==> src/rtl/route_pkg.sv <==
package route_pkg;

  localparam int PORT_LOCAL = 0;
  localparam int PORT_N     = 1;
  localparam int PORT_E     = 2;
  localparam int PORT_S     = 3;
  localparam int PORT_W     = 4;
  localparam int PORT_NE    = 5;
  localparam int PORT_NW    = 6;
  localparam int PORT_SE    = 7;
  localparam int PORT_SW    = 8;
  localparam int PORTS_MAX  = 9;

  typedef logic [PORTS_MAX-1:0] sel_t;

  // Outcome of comparing destination against local position on both axes.
  typedef struct packed {
    logic lat_gt;
    logic lat_lt;
    logic long_gt;
    logic long_lt;
  } cmp_t;

  function automatic sel_t onehot_of(input int idx);
    sel_t s;
    s = '0;
    s[idx] = 1'b1;
    return s;
  endfunction

  // Latitude settles first, longitude only once latitude matches.
  function automatic sel_t route_cardinal(input cmp_t c);
    if (c.lat_gt)       return onehot_of(PORT_W);
    else if (c.lat_lt)  return onehot_of(PORT_E);
    else if (c.long_gt) return onehot_of(PORT_S);
    else if (c.long_lt) return onehot_of(PORT_N);
    else                return onehot_of(PORT_LOCAL);
  endfunction

  // Both axes resolved together; off in both picks a diagonal.
  function automatic sel_t route_diagonal(input cmp_t c);
    logic lat_eq;
    logic long_eq;
    lat_eq  = !c.lat_gt && !c.lat_lt;
    long_eq = !c.long_gt && !c.long_lt;
    if (lat_eq && long_eq)       return onehot_of(PORT_LOCAL);
    else if (long_eq)            return onehot_of(c.lat_gt ? PORT_N : PORT_S);
    else if (lat_eq)             return onehot_of(c.long_gt ? PORT_E : PORT_W);
    else if (c.lat_gt)           return onehot_of(c.long_gt ? PORT_NE : PORT_NW);
    else                         return onehot_of(c.long_gt ? PORT_SE : PORT_SW);
  endfunction

endpackage

==> src/rtl/route_compare.sv <==
module route_compare #(
  parameter int COORD_W = 4
) (
  input  logic [COORD_W-1:0] dst_lat,
  input  logic [COORD_W-1:0] dst_long,
  input  logic [COORD_W-1:0] here_lat,
  input  logic [COORD_W-1:0] here_long,
  output route_pkg::cmp_t    cmp
);
  // Unsigned magnitude comparisons on both axes.
  always_comb begin
    cmp.lat_gt  = dst_lat  > here_lat;
    cmp.lat_lt  = dst_lat  < here_lat;
    cmp.long_gt = dst_long > here_long;
    cmp.long_lt = dst_long < here_long;
  end
endmodule

==> src/rtl/route_decode.sv <==
module route_decode #(
  parameter int DIAG  = 1,
  parameter int PORTS = 9
) (
  input  route_pkg::cmp_t   cmp,
  output logic [PORTS-1:0]  sel
);
  import route_pkg::*;

  sel_t full_sel;

  generate
    if (DIAG != 0) begin : g_eight
      always_comb full_sel = route_diagonal(cmp);
    end else begin : g_four
      always_comb full_sel = route_cardinal(cmp);
    end
  endgenerate

  assign sel = full_sel[PORTS-1:0];

  // Any computed route must name one port only.
  always_comb begin
    a_dec_onehot_r7: assert ($countones(sel) == 1 || $isunknown(cmp))
      else $error("decoder produced a non one-hot route");
  end
endmodule

==> src/rtl/route_vc_store.sv <==
module route_vc_store #(
  parameter int NUM_VC = 4,
  parameter int W      = 9
) (
  input  logic                       clk,
  input  logic                       rst_n,
  input  logic                       wr_en,
  input  logic [$clog2(NUM_VC)-1:0]  wr_idx,
  input  logic [W-1:0]               wr_data,
  input  logic [$clog2(NUM_VC)-1:0]  rd_idx,
  output logic [W-1:0]               rd_data
);
  localparam logic [W-1:0] RESET_ROUTE = W'(1);

  logic [W-1:0] route_q [NUM_VC];

  generate
    for (genvar v = 0; v < NUM_VC; v++) begin : g_vc
      always_ff @(posedge clk) begin
        if (!rst_n)
          route_q[v] <= RESET_ROUTE;
        else if (wr_en && wr_idx == v[$clog2(NUM_VC)-1:0])
          route_q[v] <= wr_data;
      end
    end
  endgenerate

  assign rd_data = route_q[rd_idx];
endmodule

==> src/rtl/coord_route_unit.sv <==
module coord_route_unit #(
  parameter int DIAG     = 1,
  parameter int FLIT_W   = 64,
  parameter int COORD_W  = 4,
  parameter int NUM_VC   = 4,
  parameter int LAT_LSB  = 0,
  parameter int LONG_LSB = 4,
  parameter int HEAD_BIT = 62,
  localparam int VC_W    = $clog2(NUM_VC),
  localparam int PORTS   = (DIAG != 0) ? 9 : 5
) (
  input  logic               clk,
  input  logic               rst_n,
  input  logic               in_valid,
  input  logic [VC_W-1:0]    in_vc,
  input  logic [FLIT_W-1:0]  in_flit,
  input  logic [COORD_W-1:0] my_lat,
  input  logic [COORD_W-1:0] my_long,
  output logic [PORTS-1:0]   out_sel
);
  import route_pkg::*;

  // Named internal events, visible to the assertions below.
  logic               is_head;
  logic               head_take;
  logic [COORD_W-1:0] dst_lat;
  logic [COORD_W-1:0] dst_long;
  cmp_t               cmp;
  logic               at_target;
  logic [PORTS-1:0]   fresh_sel;
  logic [PORTS-1:0]   held_sel;

  assign is_head   = in_flit[HEAD_BIT];
  assign head_take = in_valid && is_head;
  assign dst_lat   = in_flit[LAT_LSB  +: COORD_W];
  assign dst_long  = in_flit[LONG_LSB +: COORD_W];
  assign at_target = (dst_lat == my_lat) && (dst_long == my_long);

  route_compare #(.COORD_W(COORD_W)) u_cmp (
    .dst_lat   (dst_lat),
    .dst_long  (dst_long),
    .here_lat  (my_lat),
    .here_long (my_long),
    .cmp       (cmp)
  );

  route_decode #(.DIAG(DIAG), .PORTS(PORTS)) u_dec (
    .cmp (cmp),
    .sel (fresh_sel)
  );

  route_vc_store #(.NUM_VC(NUM_VC), .W(PORTS)) u_store (
    .clk     (clk),
    .rst_n   (rst_n),
    .wr_en   (head_take),
    .wr_idx  (in_vc),
    .wr_data (fresh_sel),
    .rd_idx  (in_vc),
    .rd_data (held_sel)
  );

  always_comb begin
    if (!in_valid)    out_sel = '0;
    else if (is_head) out_sel = fresh_sel;
    else              out_sel = held_sel;
  end

  // Assertions

  p_onehot_valid_r7: assert property (@(posedge clk) disable iff (!rst_n)
    in_valid |-> $countones(out_sel) == 1)
    else $error("select not one-hot while valid");

  p_idle_zero_r7: assert property (@(posedge clk) disable iff (!rst_n)
    !in_valid |-> out_sel == '0)
    else $error("select active while idle");

  p_hold_local_r1: assert property (@(posedge clk) disable iff (!rst_n)
    (head_take && at_target) |-> out_sel[PORT_LOCAL])
    else $error("arrived head not delivered locally");

  p_body_follows_head_r8: assert property (@(posedge clk) disable iff (!rst_n)
    (in_valid && !is_head && $past(rst_n) && $past(head_take) && in_vc == $past(in_vc))
      |-> out_sel == $past(out_sel))
    else $error("body flit left the head's route");

  generate
    if (DIAG != 0) begin : g_chk_eight
      p_diag_when_both_off_r6: assert property (@(posedge clk) disable iff (!rst_n)
        (head_take && dst_lat != my_lat && dst_long != my_long) |-> out_sel[8:5] != '0)
        else $error("off in both axes but no diagonal chosen");
    end else begin : g_chk_four
      p_lat_first_r2: assert property (@(posedge clk) disable iff (!rst_n)
        (head_take && dst_lat != my_lat) |-> (out_sel[PORT_E] || out_sel[PORT_W]))
        else $error("latitude mismatch not resolved first");
    end
  endgenerate
endmodule

==> config.mk <==
export PLATFORM = sky130hd
export DESIGN_NAME = coord_route_unit
export DESIGN_NICKNAME = d
export VERILOG_FILES = /design/src/rtl/route_pkg.sv /design/src/rtl/route_compare.sv /design/src/rtl/route_decode.sv /design/src/rtl/route_vc_store.sv /design/src/rtl/coord_route_unit.sv
export SDC_FILE = /design/constraint.sdc
export NUM_CORES = 1
export LEC_CHECK = 0
export ABC_CLOCK_PERIOD_IN_PS = 3000
export BUFFER_PORTS_ARGS = -buffer_cell sky130_fd_sc_hd__buf_2
export CORE_AREA = 2 2 83 77
export CTS_CLUSTER_SIZE = 20
export DETAILED_ROUTE_END_ITERATION = 7
export DIE_AREA = 0 0 85 79
export PLACE_DENSITY_LB_ADDON = 0.15
export SLEW_MARGIN = 20
export SYNTH_ARGS = -nofsm -noshare
export SYNTH_HDL_FRONTEND = slang
export SYNTH_SLANG_ARGS = --single-unit
==> constraint.sdc <==
create_clock -name clk -period 3 [get_ports clk]
set_input_delay 0.15 -clock clk [delete_from_list [all_inputs] [get_ports clk]]
set_output_delay 0.15 -clock clk [all_outputs]
set_load 0.005 [all_outputs]
## Word level (Yosys, flattened, before mapping)

Memories as Yosys holds them, arrays and structs flattened.
Index checks and enable logic that the tools add are counted.

| word-level totals | value |
|---|---|
| RAM bits | 36 |
| bits in registers | 0 |
| memories | 1 |
| logic and storage cells | 72 |
| input port bits | 77 |

| operators by class | value |
|---|---|
| equal/unequal tests | 3 |
| magnitude comparators | 12 |
| bitwise operators | 4 |
| mux-type cells | 35 |
| reductions and logical operators | 17 |

Memory list:

| memory | words | width | read ports | clocked after memory_dff | wr ports | line | RTL |
|---|---|---|---|---|---|---|---|
| u_store.route_q | 4 | 9 | 1 | 0 | 4 | route_vc_store.sv:15 | `logic [W-1:0] route_q [NUM_VC];` |

Operator list:

| kind | count |
|---|---|
| $ge A32 B1 Y1 const B | 4 |
| $lt A32 B6 Y1 const B | 4 |
| $mux W9 | 10 |
| $mux W1 | 17 |
| $demux W1 S4 | 4 |
| $logic_and A1 B1 Y1 | 12 |
| $gt A4 B4 Y1 | 2 |
| $lt A4 B4 Y1 | 2 |
| $eq A2 B2 Y1 const B | 2 |
| $logic_not A1 Y1 | 4 |
| $mux W2 | 2 |
| $mux W4 | 1 |
| $or A1 B1 Y1 | 4 |
| $mux W3 | 1 |
| $eq A2 B1 Y1 const B | 1 |
| $logic_not A2 Y1 | 1 |

## Logic depth before layout (Yosys ltp)

| depth | value |
|---|---|
| depth after elaboration | 12 |
| mapped depth | 6 |
| depth with buffers taken out | 6 |

## Hierarchy

Synthesis repeated with hierarchy kept, for this count alone.

| unflattened totals | value |
|---|---|
| cells, all modules | 156 |
| area, all modules | 2093.3 um^2 |

By module, submodules not included:

| module | times used | sequential area each (um^2) | area each (um^2) | cells an instance |
|---|---|---|---|---|
| route_vc_store | 1 | 1081.0 | 1615.3 | 97 |
| route_compare | 1 | 0.0 | 227.7 | 30 |
| coord_route_unit | 1 | 0.0 | 165.2 | 20 |
| route_decode | 1 | 0.0 | 85.1 | 9 |

## Least setup slack after synthesis

OpenSTA, ideal clock, no wires.

| timing path | value |
|---|---|
| kind | input port to flip-flop |
| start | input port in_vc[1] |
| end | memory u_store.route_q[0][0] (enable) |
| stages | 3 |
| library setup time | 0.390 ns |
| path buffers | 2 |
| data arrival time | 1.280 ns |
| slack | 1.330 ns |
| cell sequence | buf_2 > buf_2 > o31ai_1 |

RTL lines:

| what | line | RTL |
|---|---|---|
| start: declaration | coord_route_unit.sv:15 | `input logic [VC_W-1:0] in_vc,` |
| end: declaration | route_vc_store.sv:15 |  |

## Worst setup path after layout

| timing path | value |
|---|---|
| start | input port in_flit[3] |
| end | output port out_sel[7] |

| on the way | value |
|---|---|
| word-level cells in the longest chain between the ends | 10 |
| elaborated cells between the ends (all ways) | 18 |

Ends and longest elaborated chain:

| what | line | RTL |
|---|---|---|
| start: declaration | coord_route_unit.sv:16 | `input logic [FLIT_W-1:0] in_flit,` |
| $gt A4 B4 Y1 | route_compare.sv:12 | `cmp.lat_gt = dst_lat > here_lat;` |
| $mux W2 | route_pkg.sv:47 | `else if (long_eq) return onehot_of(c.lat_gt ? PORT_N : PORT_S);` |
| $ge A32 B1 Y1 (not written as such) or $lt A32 B6 Y1 (tied branches) | route_pkg.sv:27 | `s[idx] = 1'b1;` |
| $logic_and A1 B1 Y1 (not written as such) | route_pkg.sv:27 |  |
| $mux W1 (not written as such) | route_pkg.sv:27 |  |
| $demux W1 S4 | n/a |  |
| $mux W9 | route_pkg.sv:47 |  |
| $mux W9 * | route_pkg.sv:46 | `if (lat_eq && long_eq) return onehot_of(PORT_LOCAL);` |
| $mux W9 * | coord_route_unit.sv:64 | `else if (is_head) out_sel = fresh_sel;` |
| $mux W9 * | coord_route_unit.sv:63 | `if (!in_valid) out_sel = '0;` |
| end: declaration | coord_route_unit.sv:19 | `output logic [PORTS-1:0] out_sel` |

Every way passes the cells marked *; elsewhere a longest branch is shown, timed or not.

==> metrics list <==
- Outcome: complete, no violations
- Internal power comes to 0.000900 W.
* Clock transition time at the flip-flop clock pins of the worst setup and hold paths: 60 ps
- Final setup violation count: 0
* Fmax: 546 MHz
- Cts-stage hold buffer count: 0
- Row count: 27
- Critical Path Slowest Stage Cell: a21oi_1
- Maximum vdd drop: 0.328 mV
* Initial Util: 0.340
- The tightest min-delay check is of the in2reg type.
- The count of buffers added on input and output ports is 30.
- Leading post-synthesis cells by instance count: 36 x edfxtp_1, 20 x nor2_1, 18 x nand2_1
* Overall routing resource usage: 0.162
* Static Leakage: 0.867 nW
- In the synthesized netlist the dominant register cell turns out to be edfxtp_1.
* Slew at the pin closest to its max-slew limit: 880 ps
- Final max-slew violation count: 0
* Number of max-cap violations: 0
- Of the total power, the clock network draws 0.350.
* Final WL: 4.90 mm
* Area enclosed by the die boundary: 6720 µm²
* Pwr/cell area: 505 nW/µm²
- Number of routed nets with antenna violations: 0
* Area share of the largest cell type after synthesis: 0.538
- Critical path endpoint category: output pin
- The design draws 0.00118 W.
- Top Registers: u_store.route_q x36
- Relative to the synthesized area, the layout overhead comes to 16.7%.
- For this run, the register share of the synthesized area comes to 0.538.
- Yosys printed 0 warnings.
* Cell taking the most area after synthesis: edfxtp_1
- Setup_tns: 0 ps
- Data arrives at the worst endpoint at 1680 ps.
- u_store.route_q holds more flip-flops than any other register.
- Via count of the first global-routing pass: 1563
- Async SR Flop Fraction: 0
* CORE AREA: 5910 µm²
- Grt ovf: 0
- The number of antenna violations at the first check in global routing was 0.
- In the final layout, the share of cells above drive strength 1 is 0.323.
* 1st-pass router iterations: 4
- Final HPWL from detailed placement: 3.52 mm
* Max FFs per register: 36
* Routed vias: 1421
* Sw Share: 0.241
* Category of the worst setup path launch point: primary input
- The signal on the critical path passes through buf_2 > ha_1 > a21oi_1 > nand2_1 > o31ai_1 > buf_2.
- Die Height: 79 µm
- Summing every instance area after synthesis gives 2010 µm².
- Filler cell count: 573
- Depth of the worst hold-timing path: 3
* GP Congestion: 0.768
* CTS root buffer: clkbuf_8
* Proportion of power drawn by combinational gates: 0.150
- After the first detailed-routing iteration, the DRC count stood at 42.
- Counting along the longest clock path gives a buffer depth of 2.
- After detailed routing, the number of remaining DRC violations is 0.
- Net Sw Power: 0.000285 W
- Sequential Power Share: 0.500
- Unrepaired setup endpoints after global routing: false
- Share of the clock period used by the worst path after layout: 0.610
- Sorting the synthesized cells by area gives the leading types as edfxtp_1 54%, mux4_2 10%, ha_1 5.0%.
- Synthesis produced a netlist with a net count of 251.
* Routed wire length per instance: 18.0 µm
- After clock tree synthesis, the setup repair step added 0 buffers.
* Number of cells produced by synthesis: 166
- The first global-routing pass estimated 8.14 mm of wire.
- Number of instances resized during post-cts repair: 0
- Measured against its own limit, the worst slew margin works out to 0.412.
- Post-synthesis register bit count: 36
- Post-Syn Area per Cell: 12.1 µm²
- Start point of the worst hold path: rst_n
- The number of clock buffers added by TritonCTS is 5.
* Cell with the most instances on the worst path: buf_2
* Number of library cell types mapped by synthesis: 31
- In this run the horizontal extent of the chip is 85 µm.
- Hold-critical path endpoint: u_store.route_q[0][0]
* Largest net degree at the start of global routing: 17
* Post-synth EDFFs: 36
- 0 antenna diodes ended up in the layout.
* TritonCTS clock tree: done
- Pin placement for this block handled 86 I/O pins.
- Deepest level of the CTS H-tree: 2
- Per-cell via count in the routed design: 5.21
- Largest driver fanout on the critical path: 5
* Critical path's largest stage delay: 360 ps
- After the last flow step, the layout net total stands at 285.
* Most used standard cell by instance count after synthesis: edfxtp_1
- STA puts the critical path data required time at 2850 ps.
- The critical path is of the in2out type.
- The number of hold violations in the final report came to 0.
* Shortest period the worst path allows: 1830 ps
* Number of clock sinks seen by CTS: 36
## kinds of logic after synthesis
group | after synthesis | share of synthesized area
flops | 36 | 0.538
simple gates | 69 | 0.168
mux | 9 | 0.101
compound gates | 27 | 0.106
fa+ha+maj | 8 | 0.0498
buf+inv | 17 | 0.0374
## critical path, delay by kind of cell
family | cells | cell delay, ps
AO/OA/AOI/OAI | 2 | 700
adder cells (fa/ha/maj) | 1 | 320
buffers and inverters | 2 | 270
AND/OR/NAND/NOR | 1 | 230
## stage by stage
| step | util | area (µm²) | setup slack [ps] | std cells | hold slack (ps) |
|---|---|---|---|---|---|
| 2_1_floorplan | - | 2010 | 1330 | 166 | 418 |
| 3_3_place_gp | 0.379 | 2240 | 1050 | 265 | 651 |
| 3_5_place_dp | 0.379 | 2240 | 1110 | 265 | 668 |
| 4_1_cts | 0.397 | 2350 | 1210 | 273 | 372 |
| 5_1_grt | 0.397 | 2350 | 1050 | 273 | 392 |
| 6_report | 0.397 | 2350 | 1170 | 273 | 380 |
## placed cells by master, fill, tap and decap left out
| cell type | n |
|---|---|
| inv_1 | 11 |
| clkinv_2 | 1 |
| a31oi_2 | 1 |
| nand4_1 | 2 |
| nor3_1 | 12 |
| nand3_1 | 2 |
| o21ai_0 | 3 |
| clkbuf_8 | 5 |
| buf_4 | 3 |
| clkbuf_1 | 1 |
| or2_2 | 1 |
| mux4_2 | 9 |
| a31oi_4 | 1 |
| o2111ai_1 | 1 |
| o31ai_1 | 3 |
| a21oi_2 | 2 |
| o21ai_1 | 5 |
| nand2_1 | 18 |
| nand4_2 | 1 |
| bufinv_16 | 1 |
| nand3_2 | 3 |
| nor2b_1 | 2 |
| a21o_1 | 4 |
| nor2_1 | 20 |
| ha_1 | 8 |
| buf_2 | 30 |
| edfxtp_1 | 36 |
| o21ai_2 | 3 |
| nor2_2 | 1 |
| a21oi_1 | 2 |
| nand2_2 | 1 |
| o211ai_2 | 2 |
| nand2b_1 | 6 |
## layout make-up
type                    instances  area [µm²]  area share
well taps                      72        90.1      0.0384
clock buffers                   6        72.6      0.0309
repair buffers                 33         173      0.0736
multi-input cells             113         853       0.364
inverters                      11        41.3      0.0176
clock inverters                 2        35.0      0.0149
flip-flops and latches         36        1080       0.461
## per-layer routing
metal,track usage,wire length (µm)
met2,0.291,2530
met3,0.0385,175
met5,0,0
met4,0.0333,22
met1,0.197,2170
## how the worst max path moves through the flow
stage / from / end / slack [ps] / cells after the start
floorplan: in_vc[1] / u_store.route_q[0][0] / 1330 / 3
CTS: in_flit[3] / out_sel[7] / 1210 / 6
finish: in_flit[3] / out_sel[7] / 1170 / 6
global route: my_lat[3] / out_sel[4] / 1050 / 8
detailed placement: in_vc[0] / u_store.route_q[1][5] / 1110 / 4
global placement: in_vc[0] / u_store.route_q[1][5] / 1050 / 4
## power groups by stage
stage	combinational, W	clock [W]	sequential [W]
final	0.000177	0.000414	0.000593
after global routing	0.000197	0.000447	0.000595
after CTS	0.000179	0.000424	0.000593
after detailed placement	0.000178	0	0.000604
after global placement	0.000173	0	0.000603
after floorplan	0.000118	0	0.000600
Note: power is estimated with default switching activity, not from simulation.
